`src/rtl/csr_trap_pkg.sv`:
```
package csr_trap_pkg;

  localparam int XLEN   = 64;
  localparam int ADDR_W = 12;

  // Status field positions inside the machine status word
  localparam int ST_UIE  = 0;
  localparam int ST_SIE  = 1;
  localparam int ST_UPIE = 4;
  localparam int ST_SPIE = 5;
  localparam int ST_SPP  = 8;
  localparam int ST_FS   = 13;  // two bits
  localparam int ST_XS   = 15;  // two bits
  localparam int ST_SUM  = 18;
  localparam int ST_MXR  = 19;
  localparam int ST_UXL  = 32;  // two bits
  localparam int ST_SD   = XLEN - 1;

  // Width of the stored part of the supervisor exception delegation register
  localparam int SEDELEG_W = 9;

  // Trap-vector mode field
  localparam int TVEC_MODE_W = 2;

  // CSR addresses
  localparam logic [ADDR_W-1:0] A_SSTATUS  = 12'h100;
  localparam logic [ADDR_W-1:0] A_MSTATUS  = 12'h300;
  localparam logic [ADDR_W-1:0] A_MEDELEG  = 12'h302;
  localparam logic [ADDR_W-1:0] A_MTVEC    = 12'h305;
  localparam logic [ADDR_W-1:0] A_MSCRATCH = 12'h340;
  localparam logic [ADDR_W-1:0] A_MEPC     = 12'h341;
  localparam logic [ADDR_W-1:0] A_STVEC    = 12'h105;
  localparam logic [ADDR_W-1:0] A_SEDELEG  = 12'h102;
  localparam logic [ADDR_W-1:0] A_SSCRATCH = 12'h140;
  localparam logic [ADDR_W-1:0] A_SEPC     = 12'h141;
  localparam logic [ADDR_W-1:0] A_SCAUSE   = 12'h142;
  localparam logic [ADDR_W-1:0] A_STVAL    = 12'h143;

  // Physical storage slots
  localparam int I_MSTATUS  = 0;
  localparam int I_MEDELEG  = 1;
  localparam int I_MTVEC    = 2;
  localparam int I_MSCRATCH = 3;
  localparam int I_MEPC     = 4;
  localparam int I_STVEC    = 5;
  localparam int I_SEDELEG  = 6;
  localparam int I_SSCRATCH = 7;
  localparam int I_SEPC     = 8;
  localparam int I_SCAUSE   = 9;
  localparam int I_STVAL    = 10;
  localparam int NREG       = 11;

  // Number of trap-vector registers sharing the mode rule
  localparam int NTVEC = 2;

  typedef enum logic [1:0] {
    TV_DIRECT   = 2'd0,
    TV_VECTORED = 2'd1,
    TV_RSVD2    = 2'd2,
    TV_RSVD3    = 2'd3
  } tvec_mode_e;

  function automatic logic [XLEN-1:0] build_status_mask();
    logic [XLEN-1:0] m;
    m = '0;
    m[ST_UIE]      = 1'b1;
    m[ST_SIE]      = 1'b1;
    m[ST_UPIE]     = 1'b1;
    m[ST_SPIE]     = 1'b1;
    m[ST_SPP]      = 1'b1;
    m[ST_FS +: 2]  = 2'b11;
    m[ST_XS +: 2]  = 2'b11;
    m[ST_SUM]      = 1'b1;
    m[ST_MXR]      = 1'b1;
    m[ST_UXL +: 2] = 2'b11;
    m[ST_SD]       = 1'b1;
    return m;
  endfunction

  localparam logic [XLEN-1:0] STATUS_MASK = build_status_mask();

  function automatic logic [ADDR_W-1:0] slot_addr(input int idx);
    case (idx)
      I_MSTATUS:  return A_MSTATUS;
      I_MEDELEG:  return A_MEDELEG;
      I_MTVEC:    return A_MTVEC;
      I_MSCRATCH: return A_MSCRATCH;
      I_MEPC:     return A_MEPC;
      I_STVEC:    return A_STVEC;
      I_SEDELEG:  return A_SEDELEG;
      I_SSCRATCH: return A_SSCRATCH;
      I_SEPC:     return A_SEPC;
      I_SCAUSE:   return A_SCAUSE;
      default:    return A_STVAL;
    endcase
  endfunction

  function automatic int tvec_slot(input int t);
    return (t == 0) ? I_MTVEC : I_STVEC;
  endfunction

endpackage

```
`src/rtl/csr_rst_sync.sv`:
```
module csr_rst_sync #(
  parameter int STAGES = 2
) (
  input  logic clk,
  input  logic rst_n,
  output logic rst_n_sync
);

  logic [STAGES-1:0] sync_q;
  logic [STAGES-1:0] sync_d;

  always_comb begin
    sync_d = {sync_q[STAGES-2:0], 1'b1};
  end

  always_ff @(posedge clk or negedge rst_n) begin
    if (!rst_n) begin
      sync_q <= '0;
    end else begin
      sync_q <= sync_d;
    end
  end

  assign rst_n_sync = sync_q[STAGES-1];

endmodule

```
`src/rtl/csr_addr_decode.sv`:
```
module csr_addr_decode
  import csr_trap_pkg::*;
(
  input  logic              clk,
  input  logic              rst_n,
  input  logic [ADDR_W-1:0] addr,
  input  logic              wr_en,
  output logic [NREG-1:0]   rd_sel,
  output logic [NREG-1:0]   wr_sel,
  output logic              view_hit,
  output logic              hit
);

  logic [NREG-1:0] direct_sel;

  assign view_hit = (addr == A_SSTATUS);

  for (genvar g = 0; g < NREG; g++) begin : g_match
    assign direct_sel[g] = (addr == slot_addr(g));
  end

  // The status view reaches the machine status slot on writes only
  always_comb begin
    rd_sel = direct_sel;
    wr_sel = '0;
    for (int i = 0; i < NREG; i++) begin
      if (i == I_MSTATUS) begin
        wr_sel[i] = wr_en & (direct_sel[i] | view_hit);
      end else begin
        wr_sel[i] = wr_en & direct_sel[i];
      end
    end
  end

  assign hit = (|direct_sel) | view_hit;

  AST_WR_ONE_SLOT: assert property (@(posedge clk) disable iff (!rst_n)
    $onehot0(wr_sel));

  AST_NO_WR_WHEN_IDLE: assert property (@(posedge clk) disable iff (!rst_n)
    !wr_en |-> (wr_sel == '0));

endmodule

```
`src/rtl/csr_tvec_legal.sv`:
```
module csr_tvec_legal
  import csr_trap_pkg::*;
(
  input  logic [XLEN-1:0] old_q,
  input  logic [XLEN-1:0] wval,
  output logic [XLEN-1:0] nxt
);

  tvec_mode_e new_mode;
  logic       mode_ok;

  assign new_mode = tvec_mode_e'(wval[TVEC_MODE_W-1:0]);

  always_comb begin
    case (new_mode)
      TV_DIRECT, TV_VECTORED: mode_ok = 1'b1;
      default:                mode_ok = 1'b0;
    endcase
  end

  always_comb begin
    if (mode_ok) begin
      nxt = wval;
    end else begin
      nxt = {wval[XLEN-1:TVEC_MODE_W], old_q[TVEC_MODE_W-1:0]};
    end
  end

endmodule

```
`src/rtl/csr_status_view.sv`:
```
module csr_status_view
  import csr_trap_pkg::*;
(
  input  logic [XLEN-1:0] mstatus_q,
  input  logic [XLEN-1:0] wval,
  output logic [XLEN-1:0] merged,
  output logic [XLEN-1:0] view
);

  always_comb begin
    merged = (mstatus_q & ~STATUS_MASK) | (wval & STATUS_MASK);
    view   = mstatus_q & STATUS_MASK;
  end

endmodule

```
`src/rtl/csr_trap_bank.sv`:
```
module csr_trap_bank
  import csr_trap_pkg::*;
(
  input  logic              clk,
  input  logic              rst_n,
  input  logic              wr_en,
  input  logic [ADDR_W-1:0] addr,
  input  logic [XLEN-1:0]   wdata,
  output logic [XLEN-1:0]   rdata
);

  logic            rst_n_s;
  logic [NREG-1:0] rd_sel;
  logic [NREG-1:0] wr_sel;
  logic            view_hit;
  logic            hit;

  logic [XLEN-1:0] regs_q [NREG];
  logic [XLEN-1:0] legal  [NREG];
  logic [XLEN-1:0] tvec_nxt [NTVEC];
  logic [XLEN-1:0] st_merged;
  logic [XLEN-1:0] st_view;

  csr_rst_sync #(.STAGES(2)) u_rst (
    .clk        (clk),
    .rst_n      (rst_n),
    .rst_n_sync (rst_n_s)
  );

  csr_addr_decode u_dec (
    .clk      (clk),
    .rst_n    (rst_n_s),
    .addr     (addr),
    .wr_en    (wr_en),
    .rd_sel   (rd_sel),
    .wr_sel   (wr_sel),
    .view_hit (view_hit),
    .hit      (hit)
  );

  for (genvar t = 0; t < NTVEC; t++) begin : g_tvec
    csr_tvec_legal u_tv (
      .old_q (regs_q[tvec_slot(t)]),
      .wval  (wdata),
      .nxt   (tvec_nxt[t])
    );
  end

  csr_status_view u_sv (
    .mstatus_q (regs_q[I_MSTATUS]),
    .wval      (wdata),
    .merged    (st_merged),
    .view      (st_view)
  );

  // Next-state: per-slot legalization
  always_comb begin
    for (int i = 0; i < NREG; i++) begin
      if (i == I_MSTATUS) begin
        legal[i] = view_hit ? st_merged : wdata;
      end else if (i == I_MTVEC) begin
        legal[i] = tvec_nxt[0];
      end else if (i == I_STVEC) begin
        legal[i] = tvec_nxt[1];
      end else if (i == I_SEDELEG) begin
        legal[i] = XLEN'(wdata[SEDELEG_W-1:0]);
      end else begin
        legal[i] = wdata;
      end
    end
  end

  // Storage with explicit write enables
  for (genvar g = 0; g < NREG; g++) begin : g_reg
    always_ff @(posedge clk or negedge rst_n_s) begin
      if (!rst_n_s) begin
        regs_q[g] <= '0;
      end else if (wr_sel[g]) begin
        regs_q[g] <= legal[g];
      end
    end
  end

  // Read path
  always_comb begin
    rdata = '0;
    for (int i = 0; i < NREG; i++) begin
      if (rd_sel[i]) begin
        rdata = rdata | regs_q[i];
      end
    end
    if (view_hit) begin
      rdata = st_view;
    end
  end

  AST_TVEC_DIRECT_KEEP: assert property (@(posedge clk) disable iff (!rst_n_s)
    (wr_en && addr == A_MTVEC && !wdata[1]) |=> (regs_q[I_MTVEC] == $past(wdata)));

  AST_TVEC_RSVD_MODE: assert property (@(posedge clk) disable iff (!rst_n_s)
    (wr_en && addr == A_STVEC && wdata[1]) |=>
      (regs_q[I_STVEC][1:0] == $past(regs_q[I_STVEC][1:0])));

  AST_SSTATUS_OTHERS: assert property (@(posedge clk) disable iff (!rst_n_s)
    (wr_en && addr == A_SSTATUS) |=>
      ((regs_q[I_MSTATUS] & ~STATUS_MASK) == $past(regs_q[I_MSTATUS] & ~STATUS_MASK)));

  AST_SSTATUS_READ: assert property (@(posedge clk) disable iff (!rst_n_s)
    (addr == A_SSTATUS) |-> ((rdata & ~STATUS_MASK) == '0));

  AST_SEDELEG_UPPER: assert property (@(posedge clk) disable iff (!rst_n_s)
    regs_q[I_SEDELEG][XLEN-1:SEDELEG_W] == '0);

  AST_UNMAPPED_READ: assert property (@(posedge clk) disable iff (!rst_n_s)
    !hit |-> (rdata == '0));

  AST_UNMAPPED_WRITE: assert property (@(posedge clk) disable iff (!rst_n_s)
    (wr_en && !hit) |=> (regs_q[I_MEPC] == $past(regs_q[I_MEPC])));

  AST_IDLE_HOLD: assert property (@(posedge clk) disable iff (!rst_n_s)
    !wr_en |=> (regs_q[I_MSCRATCH] == $past(regs_q[I_MSCRATCH])));

endmodule

```
`config.mk`:
```
export PLATFORM = sky130hd
export DESIGN_NAME = csr_trap_bank
export DESIGN_NICKNAME = d
export VERILOG_FILES = /design/src/rtl/csr_trap_pkg.sv /design/src/rtl/csr_rst_sync.sv /design/src/rtl/csr_addr_decode.sv /design/src/rtl/csr_tvec_legal.sv /design/src/rtl/csr_status_view.sv /design/src/rtl/csr_trap_bank.sv
export SDC_FILE = /design/constraint.sdc
export NUM_CORES = 1
export LEC_CHECK = 0
export CORE_ASPECT_RATIO = 1.4
export CORE_MARGIN = 2
export CORE_UTILIZATION = 35
export DETAILED_ROUTE_END_ITERATION = 16
export GPL_ROUTABILITY_DRIVEN = 0
export GPL_TIMING_DRIVEN = 0
export PLACE_DENSITY = 0.63
export REMOVE_ABC_BUFFERS = 1
export SYNTH_ARGS = -nofsm -noshare
export SYNTH_HDL_FRONTEND = slang
export SYNTH_SLANG_ARGS = --single-unit
```
`constraint.sdc`:
```
create_clock -name clk -period 54.6 [get_ports clk]
set_input_delay 10.92 -clock clk [delete_from_list [all_inputs] [get_ports clk]]
set_output_delay 10.92 -clock clk [all_outputs]
set_load 0.1 [all_outputs]
```
==> impl_metrics.ini <==
[sta]
period_share_pct = 50.11
fmax_mhz = 36.55
whs_ns = 0.3376
hold_viol = 0
layout_setup_ws_ns = 27.24
rsz0062_at_grt = false
slew_headroom_pct = 12.74
slew_violations = 0
worst_slew_pin_slew_ns = 1.305
finalSetupTns_ns = 0
finClkSkew_ns = 0.01144
setup_violations = 0
period_needed_ns = 27.36

[synth]
synth_edf_count = 0
ys_ff_latch = 651
yosys_warnings = 0
synthCells = 2121
synthFlopType = dfrtp_1
ys_async_sr_fraction_pct = 100.0
synth_seq_area_share_pct = 55.80
yosysUniqueCellTypes = 61
syn_area_per_cell_um2 = 13.77
syn_area_um2 = 29200

[critical_path]
start_kind = input port
critPathKind = input port to output pin
worstPathRequired_ns = 43.68
end_kind = output pin
cp.arrival_ns = 16.44
critPathMaxFanout = 26

[routing]
num_vias = 18940
route.detailed.drc = 0
wl_per_cell_um = 26.85
vias_per_cell = 5.703
drt_wl_total_um = 89180
drt-initial-drc-count = 1591
drtPass1Iterations = 5
postRouteAntennaNets = 0

[power]
powerDensity_nw_per_um2 = 27.64
p_total_mw = 0.9518
ir_drop_uv = 26.90
p_leak_nw = 16.74

[grt]
overflow = 0
top_usage_layer = met2
grt_usage_pct = 20.67
grt_max_degree = 77
use_met3_pct = 3.376
met1_usage_pct = 24.87
antenna_found_initial = 8
grt_pass1_wl_um = 132400
met2_usage_pct = 36.17
grt_pass1_vias = 20270

[floorplan]
ioPinCount = 143
fp-row-count = 125
die_area_um2 = 85780
initial_core_util_pct = 35.22
dieWidth_um = 248.1
chipHeight_um = 345.7
core_um2 = 82890

[placed_design]
io_buffers = 142
placed_area_um2 = 32430
place_ws_ns = 27.26
hpwl_um = 57770
placed_cells = 3208

[status]
status = finished, final reports clean

[cells_and_area]
final_common_cell = dfrtp_1
nFillCells = 7542
nets = 2269
finalNonFillerCells = 3321
layout_common_cells = dfrtp_1, mux2_2, clkdlybuf4s50_1
syn_to_final_growth_pct = 17.95
fin_util_pct = 41.55
drive_gt1_share_pct = 35.85
final_area_um2 = 34440

[clock_tree]
cts_tree = built
clock-root-buffer = clkbuf_16
cts_buffer_depth = 3
cts_hold_buffers = 0
h-tree-depth = 2
clk_latency_ns = 0.63
cts_sinks = 651
post_cts_buffers = 0
clkTransAtPathRegs_ns = 0.06
cts_resized = 0
cts_inserted_buffers = 59

[flow_run]
cap_violations = 0

[worst_hold_path]
min_path_type = flop to async pin
path summary, 6_finish.rpt:
check	from	end	slack, ns	depth (start not counted)
worst max-delay path	addr[11]	rdata[8]	27.24	8
worst min-delay path	u_rst.sync_q[1]	regs_q[122]	0.34	0
worst max register to register	u_rst.sync_q[1]	regs_q[565]	52.14	5
worst min register to register	u_rst.sync_q[1]	regs_q[122]	0.34	0
max in group asynchronous	rst_n	u_rst.sync_q[1]	44.00	1
min in group clk	u_rst.sync_q[0]	u_rst.sync_q[1]	0.35	0
cells by family (layout without fill, tap and decap cells):
kind of cell	count (synthesis)	after routing	synth area share [%]
AO/OA/AOI/OAI	325	325	8.425
flip-flops	651	651	55.80
other	1	3	0.01284
multiplexers	712	712	28.29
buffers and inverters	203	322	3.184
AND/OR/NAND/NOR	229	229	4.294
worst max-delay path, cell delays in order:
cell	delay, ns
clkdlybuf4s50_1	0.60
nor4b_4	0.94
buf_6	0.29
nand2_2	0.68
nor2_4	1.23
a222oi_1	0.30
o211ai_1	0.23
clkdlybuf4s50_1	1.20
cell type report:
type | instances | area, µm² | share of cell area (%)
clock buffers | 84 | 1732 | 5.028
well taps | 1079 | 1350 | 3.920
repair buffers | 210 | 2656 | 7.713
inverters | 1 | 3.754 | 0.01090
diodes | 2 | 5.005 | 0.01453
multi-input cells | 1267 | 12130 | 35.22
clock inverters | 27 | 266.5 | 0.7739
flip-flops and latches | 651 | 16290 | 47.32
metal layers:
metal / routed length [µm] / part of all wire (%)
met5: 77 / 0.086
met4: 3765 / 4.2
met3: 4927 / 5.5
met2: 45200 / 51
met1: 35210 / 39
synthesized netlist by cell type (4+ instances only):
library cell,count,area (µm²)
a211oi_1,12,90.09
a21oi_1,46,230.2
a221oi_1,31,271.5
a222oi_1,25,250.2
a22o_1,21,183.9
a22oi_1,128,960.9
a32oi_1,4,35.03
buf_1,66,247.7
buf_2,62,310.3
buf_6,12,135.1
clkbuf_1,62,232.7
dfrtp_1,651,16290
mux2_1,74,833.3
mux2_2,531,5979
mux2_4,60,900.9
mux2i_1,41,410.4
mux4_2,6,135.1
nand2_1,43,161.4
nand2_2,7,43.79
nand3_1,53,265.3
nand4_1,9,56.30
nor2_1,62,232.7
nor2b_1,6,37.54
nor3_1,8,40.04
o211ai_1,6,45.04
o21ai_0,10,50.05
o22ai_1,12,75.07
o2bb2ai_1,13,113.9
or4b_1,4,40.04
sequential cells by signal, indices dropped and copies added, names as in the netlist:
signal	cells
u_rst.sync_q	2
regs_q	649
power by group:
group	switching (mW)	total, mW	internal, mW
logic	0.0254	0.0380	0.0126
clock network	0.188	0.428	0.240
registers	0.00174	0.486	0.484
total	0.215	0.952	0.737
No activity file was read; power rests on OpenSTA's default activity.
